<file path="src/rtl/gpio_bank_pkg.sv">
package gpio_bank_pkg;
  localparam int unsigned PIN_COUNT = 8;
  localparam int unsigned ADDR_W    = PIN_COUNT + 4;
  localparam int unsigned CFG_IDX_W = 4;

  typedef enum logic [3:0] {
    RD_NONE, RD_DATA, RD_DIR, RD_MODE, RD_BOTH, RD_POL,
    RD_ENABLE, RD_RAW, RD_MASKED, RD_ALT
  } rdSel_e;

  typedef struct packed {
    logic   wrData;
    logic   wrDir;
    logic   wrMode;
    logic   wrBoth;
    logic   wrPol;
    logic   wrEnable;
    logic   wrClear;
    logic   wrAlt;
    rdSel_e rdSel;
  } busStrobe_t;

  typedef struct packed {
    logic [PIN_COUNT-1:0] outData;
    logic [PIN_COUNT-1:0] outEn;
    logic [PIN_COUNT-1:0] levelMode;
    logic [PIN_COUNT-1:0] bothEdge;
    logic [PIN_COUNT-1:0] highActive;
    logic [PIN_COUNT-1:0] irqEn;
    logic [PIN_COUNT-1:0] altSel;
  } bankCfg_t;
endpackage

</file>
<file path="src/rtl/gpio_bank_ctrl.sv">
module gpio_bank_ctrl
  import gpio_bank_pkg::*;
(
  input  logic [ADDR_W-1:0]    busAddr,
  input  logic                 busWrEn,
  input  logic                 busRdEn,
  output busStrobe_t           strobe,
  output logic [PIN_COUNT-1:0] pinMask
);
  localparam int unsigned MASK_LSB = 2;
  localparam int unsigned MASK_MSB = PIN_COUNT + 1;
  localparam int unsigned IDX_MSB  = MASK_LSB + CFG_IDX_W - 1;

  logic [1:0]           region;
  logic [CFG_IDX_W-1:0] cfgIdx;
  logic                 cfgHighZero;

  assign region      = busAddr[ADDR_W-1 -: 2];
  assign pinMask     = busAddr[MASK_MSB:MASK_LSB];
  assign cfgIdx      = busAddr[IDX_MSB:MASK_LSB];
  assign cfgHighZero = (busAddr[MASK_MSB:IDX_MSB+1] == '0);

  always_comb begin
    strobe       = '0;
    strobe.rdSel = RD_NONE;
    unique case (region)
      2'b00: begin
        strobe.wrData = busWrEn;
        if (busRdEn) strobe.rdSel = RD_DATA;
      end
      2'b10: begin
        strobe.wrDir = busWrEn;
        if (busRdEn) strobe.rdSel = RD_DIR;
      end
      2'b01: begin
        if (cfgHighZero) begin
          case (cfgIdx)
            4'd1: begin strobe.wrMode   = busWrEn; if (busRdEn) strobe.rdSel = RD_MODE;   end
            4'd2: begin strobe.wrBoth   = busWrEn; if (busRdEn) strobe.rdSel = RD_BOTH;   end
            4'd3: begin strobe.wrPol    = busWrEn; if (busRdEn) strobe.rdSel = RD_POL;    end
            4'd4: begin strobe.wrEnable = busWrEn; if (busRdEn) strobe.rdSel = RD_ENABLE; end
            4'd5: begin if (busRdEn) strobe.rdSel = RD_RAW; end
            4'd6: begin if (busRdEn) strobe.rdSel = RD_MASKED; end
            4'd7: begin strobe.wrClear  = busWrEn; end
            4'd8: begin strobe.wrAlt    = busWrEn; if (busRdEn) strobe.rdSel = RD_ALT;    end
            default: ;
          endcase
        end
      end
      default: ;
    endcase
  end
endmodule

</file>
<file path="src/rtl/gpio_bank_datapath.sv">
module gpio_bank_datapath
  import gpio_bank_pkg::*;
(
  input  logic                 clk,
  input  logic                 rstN,
  input  busStrobe_t           strobe,
  input  logic [PIN_COUNT-1:0] pinMask,
  input  logic [PIN_COUNT-1:0] wrData,
  input  logic [PIN_COUNT-1:0] pinIn,
  input  logic [PIN_COUNT-1:0] altOut,
  input  logic [PIN_COUNT-1:0] altOe,
  output logic [PIN_COUNT-1:0] rdData,
  output logic [PIN_COUNT-1:0] pinOut,
  output logic [PIN_COUNT-1:0] pinOe,
  output logic                 irqOut,
  output bankCfg_t             cfgQ,
  output logic [PIN_COUNT-1:0] rawStat,
  output logic [PIN_COUNT-1:0] syncPin,
  output logic [PIN_COUNT-1:0] prevPin
);
  logic [PIN_COUNT-1:0] clrBits;
  logic [PIN_COUNT-1:0] maskedStat;

  assign clrBits = strobe.wrClear ? wrData : '0;

  always_ff @(posedge clk or negedge rstN) begin
    if (!rstN) begin
      cfgQ <= '0;
    end else begin
      if (strobe.wrData)   cfgQ.outData    <= (cfgQ.outData & ~pinMask) | (wrData & pinMask);
      if (strobe.wrDir)    cfgQ.outEn      <= (cfgQ.outEn & ~pinMask) | (wrData & pinMask);
      if (strobe.wrMode)   cfgQ.levelMode  <= wrData;
      if (strobe.wrBoth)   cfgQ.bothEdge   <= wrData;
      if (strobe.wrPol)    cfgQ.highActive <= wrData;
      if (strobe.wrEnable) cfgQ.irqEn      <= wrData;
      if (strobe.wrAlt)    cfgQ.altSel     <= wrData;
    end
  end

  for (genvar i = 0; i < PIN_COUNT; i++) begin : g_pin
    logic syncA;
    logic syncB;
    logic prevB;
    logic edgeLatch;
    logic edgeHit;

    assign edgeHit = ~cfgQ.levelMode[i] &
                     (cfgQ.bothEdge[i]   ? (syncB ^ prevB) :
                      cfgQ.highActive[i] ? (syncB & ~prevB) : (~syncB & prevB));

    always_ff @(posedge clk or negedge rstN) begin
      if (!rstN) begin
        syncA     <= 1'b0;
        syncB     <= 1'b0;
        prevB     <= 1'b0;
        edgeLatch <= 1'b0;
      end else begin
        syncA     <= pinIn[i];
        syncB     <= syncA;
        prevB     <= syncB;
        edgeLatch <= cfgQ.levelMode[i] ? 1'b0 : ((edgeLatch & ~clrBits[i]) | edgeHit);
      end
    end

    assign rawStat[i] = cfgQ.levelMode[i] ? ~(syncB ^ cfgQ.highActive[i]) : edgeLatch;
    assign syncPin[i] = syncB;
    assign prevPin[i] = prevB;
    assign pinOut[i]  = cfgQ.altSel[i] ? altOut[i] : cfgQ.outData[i];
    assign pinOe[i]   = cfgQ.altSel[i] ? altOe[i]  : cfgQ.outEn[i];
  end

  assign maskedStat = rawStat & cfgQ.irqEn;
  assign irqOut     = |maskedStat;

  always_comb begin
    unique case (strobe.rdSel)
      RD_DATA:   rdData = syncPin & pinMask;
      RD_DIR:    rdData = cfgQ.outEn & pinMask;
      RD_MODE:   rdData = cfgQ.levelMode;
      RD_BOTH:   rdData = cfgQ.bothEdge;
      RD_POL:    rdData = cfgQ.highActive;
      RD_ENABLE: rdData = cfgQ.irqEn;
      RD_RAW:    rdData = rawStat;
      RD_MASKED: rdData = maskedStat;
      RD_ALT:    rdData = cfgQ.altSel;
      default:   rdData = '0;
    endcase
  end
endmodule

</file>
<file path="src/rtl/gpio_bank.sv">
module gpio_bank
  import gpio_bank_pkg::*;
(
  input  logic                 clk,
  input  logic                 rstN,
  input  logic [ADDR_W-1:0]    busAddr,
  input  logic [PIN_COUNT-1:0] busWrData,
  input  logic                 busWrEn,
  input  logic                 busRdEn,
  output logic [PIN_COUNT-1:0] busRdData,
  input  logic [PIN_COUNT-1:0] pinIn,
  output logic [PIN_COUNT-1:0] pinOut,
  output logic [PIN_COUNT-1:0] pinOe,
  input  logic [PIN_COUNT-1:0] altOut,
  input  logic [PIN_COUNT-1:0] altOe,
  output logic                 irqOut
);
  busStrobe_t           strobe;
  logic [PIN_COUNT-1:0] pinMask;
  bankCfg_t             cfgQ;
  logic [PIN_COUNT-1:0] rawStat;
  logic [PIN_COUNT-1:0] syncPin;
  logic [PIN_COUNT-1:0] prevPin;

  gpio_bank_ctrl u_ctrl (
    .busAddr (busAddr),
    .busWrEn (busWrEn),
    .busRdEn (busRdEn),
    .strobe  (strobe),
    .pinMask (pinMask)
  );

  gpio_bank_datapath u_dp (
    .clk     (clk),
    .rstN    (rstN),
    .strobe  (strobe),
    .pinMask (pinMask),
    .wrData  (busWrData),
    .pinIn   (pinIn),
    .altOut  (altOut),
    .altOe   (altOe),
    .rdData  (busRdData),
    .pinOut  (pinOut),
    .pinOe   (pinOe),
    .irqOut  (irqOut),
    .cfgQ    (cfgQ),
    .rawStat (rawStat),
    .syncPin (syncPin),
    .prevPin (prevPin)
  );
endmodule

</file>
<file path="config.mk">
export PLATFORM = sky130hd
export DESIGN_NAME = gpio_bank
export DESIGN_NICKNAME = d
export VERILOG_FILES = /design/src/rtl/gpio_bank_pkg.sv /design/src/rtl/gpio_bank_ctrl.sv /design/src/rtl/gpio_bank_datapath.sv /design/src/rtl/gpio_bank.sv
export SDC_FILE = /design/constraint.sdc
export NUM_CORES = 1
export LEC_CHECK = 0
export BUFFER_PORTS_ARGS = -buffer_cell sky130_fd_sc_hd__buf_2
export CAP_MARGIN = 20
export CORE_MARGIN = 3
export CORE_UTILIZATION = 53
export CTS_CLUSTER_SIZE = 40
export DETAILED_ROUTE_END_ITERATION = 16
export PLACE_DENSITY = 0.77
export SLEW_MARGIN = 10
export SYNTH_ARGS = -nofsm -noshare
export SYNTH_HDL_FRONTEND = slang
export SYNTH_SLANG_ARGS = --single-unit
</file>
<file path="constraint.sdc">
create_clock -name clk -period 2.65 [get_ports clk]
set_clock_uncertainty 0.05 [all_clocks]
set_input_delay 0.3975 -clock clk [delete_from_list [all_inputs] [get_ports clk]]
set_output_delay 0.3975 -clock clk [all_outputs]
set_load 0.03 [all_outputs]
</file>
Yosys cells after proc, flatten, opt, wreduce, memory -nomap -nowiden

Cells that the tools add are included.

Bits in registers: 88
Input bits: 48
Word-level logic and storage cells: 237

Eq/ne operators: 19
Multiplexer cells: 71
Bitwise logic cells: 105
Reduce and logical (&&, ||, !) cells: 3

Operator list:

| cell                                                             | number |
|---|---|
| 8-bit case mux with 9 select lines                               | 1 |
| 1-bit two-way mux                                                | 57 |
| 8-bit AND                                                        | 6 |
| 1-bit inverter                                                   | 40 |
| 1-bit AND                                                        | 32 |
| 4-bit by 3-bit == test with 1-bit output (second input constant) | 8 |
| 4-bit case mux with 7 select lines                               | 1 |
| 4-bit by 2-bit == test with 1-bit output (second input constant) | 4 |
| 8-bit bitwise OR                                                 | 2 |
| 1-bit XOR                                                        | 16 |
| 4-bit == test (second input constant)                            | 3 |
| 3-bit two-way mux                                                | 4 |
| 4-bit case mux with 3 select lines                               | 1 |
| 10-bit two-way mux                                               | 1 |
| 4-bit by 1-bit == test with 1-bit output (second input constant) | 2 |
| 4-bit two-way mux                                                | 2 |
| 8-bit two-way mux                                                | 1 |
| 8-bit inverter                                                   | 1 |
| 1-bit bitwise OR                                                 | 8 |
| 8-bit OR reduction                                               | 1 |
| 6-bit two-way mux                                                | 1 |
| 4-bit zero test                                                  | 1 |
| 2-bit two-way mux                                                | 2 |
| 2-bit by 1-bit == test with 1-bit output (second input constant) | 1 |
| 2 further kinds                                                  | 2 |

Depth between registers and ports, before layout

Depth after elaboration: 9
Depth in mapped cells: 8

Modules after synthesis

From an unflattened synthesis, not the netlist that was laid out.

Cell total of the unflattened synthesis: 463
Area, all modules: 5058.6 µm²

By module, submodules not included:

| module             | instances | cells an instance | area an instance (µm²) | seq. area each (µm²) |
|---|---|---|---|---|
| gpio_bank_datapath | 1         | 414               | 4723.3                 | 2202.1 |
| gpio_bank_ctrl     | 1         | 49                | 335.3                  | 0.0 |

Worst setup path before layout

OpenSTA, ideal clock, no wires.

Path type: input to output
Start point: input port busAddr[3]
End point: output port busRdData[1]
Arrival time: 2209 ps
Required time: 2203 ps
Slack: -7 ps
Stages: 7
Cell sequence: clkbuf_8 or3b_4 a211oi_4 o2111ai_1 nand3_1 a21oi_1 or4_1

Longest elaborated chain between the ends: 6
Elaborated cells on any way between the ends: 22

Ends and longest elaborated chain:

| item                                   | RTL line                 | source |
|---|---|---|
| from (decl)                            | gpio_bank.sv:6           | `input logic [ADDR_W-1:0] busAddr,` |
| 4-bit == test (tied with other cells)  | gpio_bank_ctrl.sv:37     | `case (cfgIdx)` |
| 4-bit case mux with 7 select lines     | gpio_bank_ctrl.sv:37     |  |
| 10-bit two-way mux                     | gpio_bank_ctrl.sv:36     | `if (cfgHighZero) begin` |
| 4-bit case mux with 3 select lines     | gpio_bank_ctrl.sv:26     | `unique case (region)` |
| 4-bit == test (tied with other cells)  | gpio_bank_datapath.sv:76 | `unique case (strobe.rdSel)` |
| 8-bit case mux with 9 select lines (*) | gpio_bank_datapath.sv:76 |  |
| to (decl)                              | gpio_bank.sv:10          | `output logic [PIN_COUNT-1:0] busRdData,` |

Mark *: on every way between the ends. The rest lies on a longest branch, timed or not.

Worst setup path in the final report

Start point: input port busAddr[4]
End point: output port busRdData[1]

Longest elaborated chain between the ends: 6
Elaborated cells on any way between the ends: 20

Ends and longest elaborated chain:

| item                                   | RTL line |
|---|---|
| 4-bit == test (tied with other cells)  | gpio_bank_ctrl.sv:37 |
| 4-bit case mux with 7 select lines (*) | gpio_bank_ctrl.sv:37 |
| 10-bit two-way mux (*)                 | gpio_bank_ctrl.sv:36 |
| 4-bit case mux with 3 select lines (*) | gpio_bank_ctrl.sv:26 |
| 4-bit == test (tied with other cells)  | gpio_bank_datapath.sv:76 |
| 8-bit case mux with 9 select lines (*) | gpio_bank_datapath.sv:76 |

Marks and branches as above.

==> impl_metrics.tcl <==
set metrics [dict create \
    end_kind "output pin" \
    syn_area_um2 4913 \
    ys.warnings.count 0 \
    globalplace.congestion 0.9939 \
    worstSkewPairLatency_ns 0.36 \
    post-route-util_pct 70.94 \
    cts_tree "yes" \
    grt_max_degree 52 \
    ios 73 \
    core_area_um2 8848 \
    worst_slew_pin_slew_ns 0.6610 \
    ys_seq_area_share_pct 44.82 \
    worst-endpoint-arrival_ns 2.31 \
    synth_cells 443 \
    grt_pass1_wl_mm 21.29 \
    dieArea_um2 10460 \
    violations "negative setup slack" \
    async_flop_share_pct 100.0 \
    final_common_cell "dfrtp_1" \
    critPathKind "input pin to output pin" \
    path_max_fanout 9 \
    crit_chain "buf_12 > buf_4 > nand3b_1 > a211oi_4 > buf_6 > buf_4 > and2_2 > buf_4 > nand3_1 > o21ai_0 > or4_4 > buf_6" \
    wl_per_cell_um 19.54 \
    via_per_inst 5.973 \
    io_buffers 70 \
    cts.sink_count 88 \
    ant_nets 0 \
    cts_root_buf "clkbuf_8" \
    drc 0 \
    status "complete, but fails checks" \
    worst_ep_required_time_ns 2.20 \
    ir_drop_mv 0.2723 \
    place_ws_ns -0.1806 \
    synth_area_leaders "dfrtp_1 45%, mux2_2 17%, ha_1 4.1%" \
    maxSlewHeadroom_pct 55.93 \
    worst_slack_ns -0.1109 \
    dieHeight_um 102.3 \
    cellPowerDensity_nw_per_um2 493.4 \
    synth_top_cell_area_share_pct 44.82 \
    fin_crit_ns 2.761 \
    first_pass_iters 5 \
    fill_cells 649 \
    synth_top_family_by_area "multiplexers" \
    dpl.hpwl_mm 9.491 \
    cts_made_buffers 9 \
    crit_path_top_delay_cell "or4_4" \
    synth_fa_ha_area_share_pct 4.074 \
    fin_hold_ws_ns 0.01522 \
    yosysUniqueCellTypes 63 \
    cp_top_family "simple AND/OR/NAND/NOR gates" \
    rows 34 \
    synthSimpleGateAreaFrac_pct 13.98 \
    grt_pass1_vias 4200 \
    vias 4139 \
    hold_path_class "input pin to async pin" \
    grt_usage_pct 26.64 \
    drive_gt1_share_pct 45.64 \
    grt_setup_unrepaired "true" \
    synth-main-ff-cell "dfrtp_1" \
    synthXorXnorAreaFrac_pct 1.604 \
    mostFrequentLayoutCells "85 x dfrtp_1, 75 x mux2_2, 65 x buf_4" \
    critPathMaxStageDelay_ns 0.44 \
    slew_viol_final 0 \
    grt.overflow.total 0 \
    finalHoldViolations 0 \
    max_freq_mhz 362.2 \
    ys_ff_latch 88 \
    antenna_found_initial 0 \
    fin_nets 644 \
    max-cap-violations 0 \
    synth_edf_count 0 \
    drtIter0Drc 261 \
    initial_core_util_pct 55.53 \
    syn_nets 507 \
    multi_input_area_um2 2653 \
    cts.clk_slew.worst_paths_ns 0.09 \
    p_leak_nw 2.894 \
    setup_viol 3 \
    register_area_um2 2206 \
    die_width_um 102.3 \
    start_kind "input pin" \
    area_delta_synth_final_pct 27.76 \
    routed_wl_mm 13.54 \
    finalCritPeriodShare_pct 104.2 \
    syn_area_per_cell_um2 11.09 \
    critPathMostFrequentCell "buf_4" \
    clockBufferDepth 2 \
    htree_levels 3 \
    worst-path-buf-inv 6 \
    synthMuxAreaShare_pct 19.02 \
    yosys.area.top_type "dfrtp_1" \
    synth-compound-area-share_pct 12.63 \
    antenna_cells 0 \
]
==> power breakdown <==
group | total [mW] | switching, mW | leakage (nW) | internal [mW]
logic | 0.639 | 0.359 | 1.70 | 0.280
registers | 1.49 | 0.0654 | 1.09 | 1.43
clock network | 0.965 | 0.518 | 0.106 | 0.448
==> layout make-up <==
type / instances / area share (%)
Multi-Input combinational cell: 323 / 42.26
Timing Repair Buffer: 139 / 16.11
Tap cell: 108 / 2.153
Clock buffer: 9 / 1.973
Inverter: 19 / 1.136
Sequential cell: 88 / 35.14
Clock inverter: 7 / 1.236
==> metrics by stage <==
stage,power [mW],cell area [µm²],cells,TNS (ns)
floorplan,1.876,4917,443,0
global placement,2.083,5717,662,-0.5359
detailed placement,2.109,5717,662,-0.7823
CTS,3.092,6086,687,-0.08056
global route,3.233,6277,693,-0.5176
finish,3.097,6277,693,-0.1636
==> cell families after synthesis <==
kind of cell               after synthesis
DFF                                     88
muxes                                   84
buffers and inverters                   32
AOI/OAI and AO/OA                       84
xor gates and xnor gates                 9
and+or+nand+nor                        130
adders and majority gates               16
==> worst paths after layout <==
| path | startpoint | to | slack, ns | cells after the start |
|---|---|---|---|---|
| setup reg to reg | u_dp.g_pin[1].syncB | u_dp.g_pin[1].edgeLatch | 1.13 | 7 |
| setup / recovery | busAddr[4] | busRdData[1] | -0.11 | 12 |
| max in group asynchronous | rstN | u_dp.cfgQ[17] | 1.91 | 2 |
| min in group clk | pinIn[2] | u_dp.g_pin[2].syncA | 0.08 | 1 |
| hold reg to reg | u_dp.g_pin[2].syncA | u_dp.g_pin[2].syncB | 0.31 | 0 |
| hold / removal | rstN | u_dp.cfgQ[23] | 0.02 | 1 |
==> layer usage <==
metal / vias to the layer above / GRT usage (%) / part of all wire (%) / wire length [µm]
met3: 43 / 4.300 / 5.8 / 791
li1: 1888 / - / - / -
met5: - / 0 / 0 / 0
met2: 165 / 44.33 / 50 / 6823
met4: 0 / 11.81 / 3.4 / 461
met1: 2043 / 34.34 / 40 / 5465
==> repair_timing <==
action / 4_1_cts / 5_1_grt
hold buffers: 0 / 0
pin swaps: 10 / 19
resized for setup: 30 / 36
setup buffers: 9 / 5
endpoints found under the setup margin: 9 / 9
gates cloned: 0 / 1
==> cell usage after synthesis (4+ instances only) <==
cell / number
o21ai_0: 14
a32oi_1: 4
mux2_2: 75
inv_1: 19
nor2_1: 22
dfrtp_1: 88
a31oi_1: 4
ha_1: 16
mux2i_1: 9
a22oi_1: 4
nor2b_1: 12
nand3_1: 15
nor3b_1: 5
xnor2_1: 9
a211oi_1: 9
a21oi_1: 20
clkbuf_8: 5
nand2_1: 47
(Power assumes the default switching activity.)
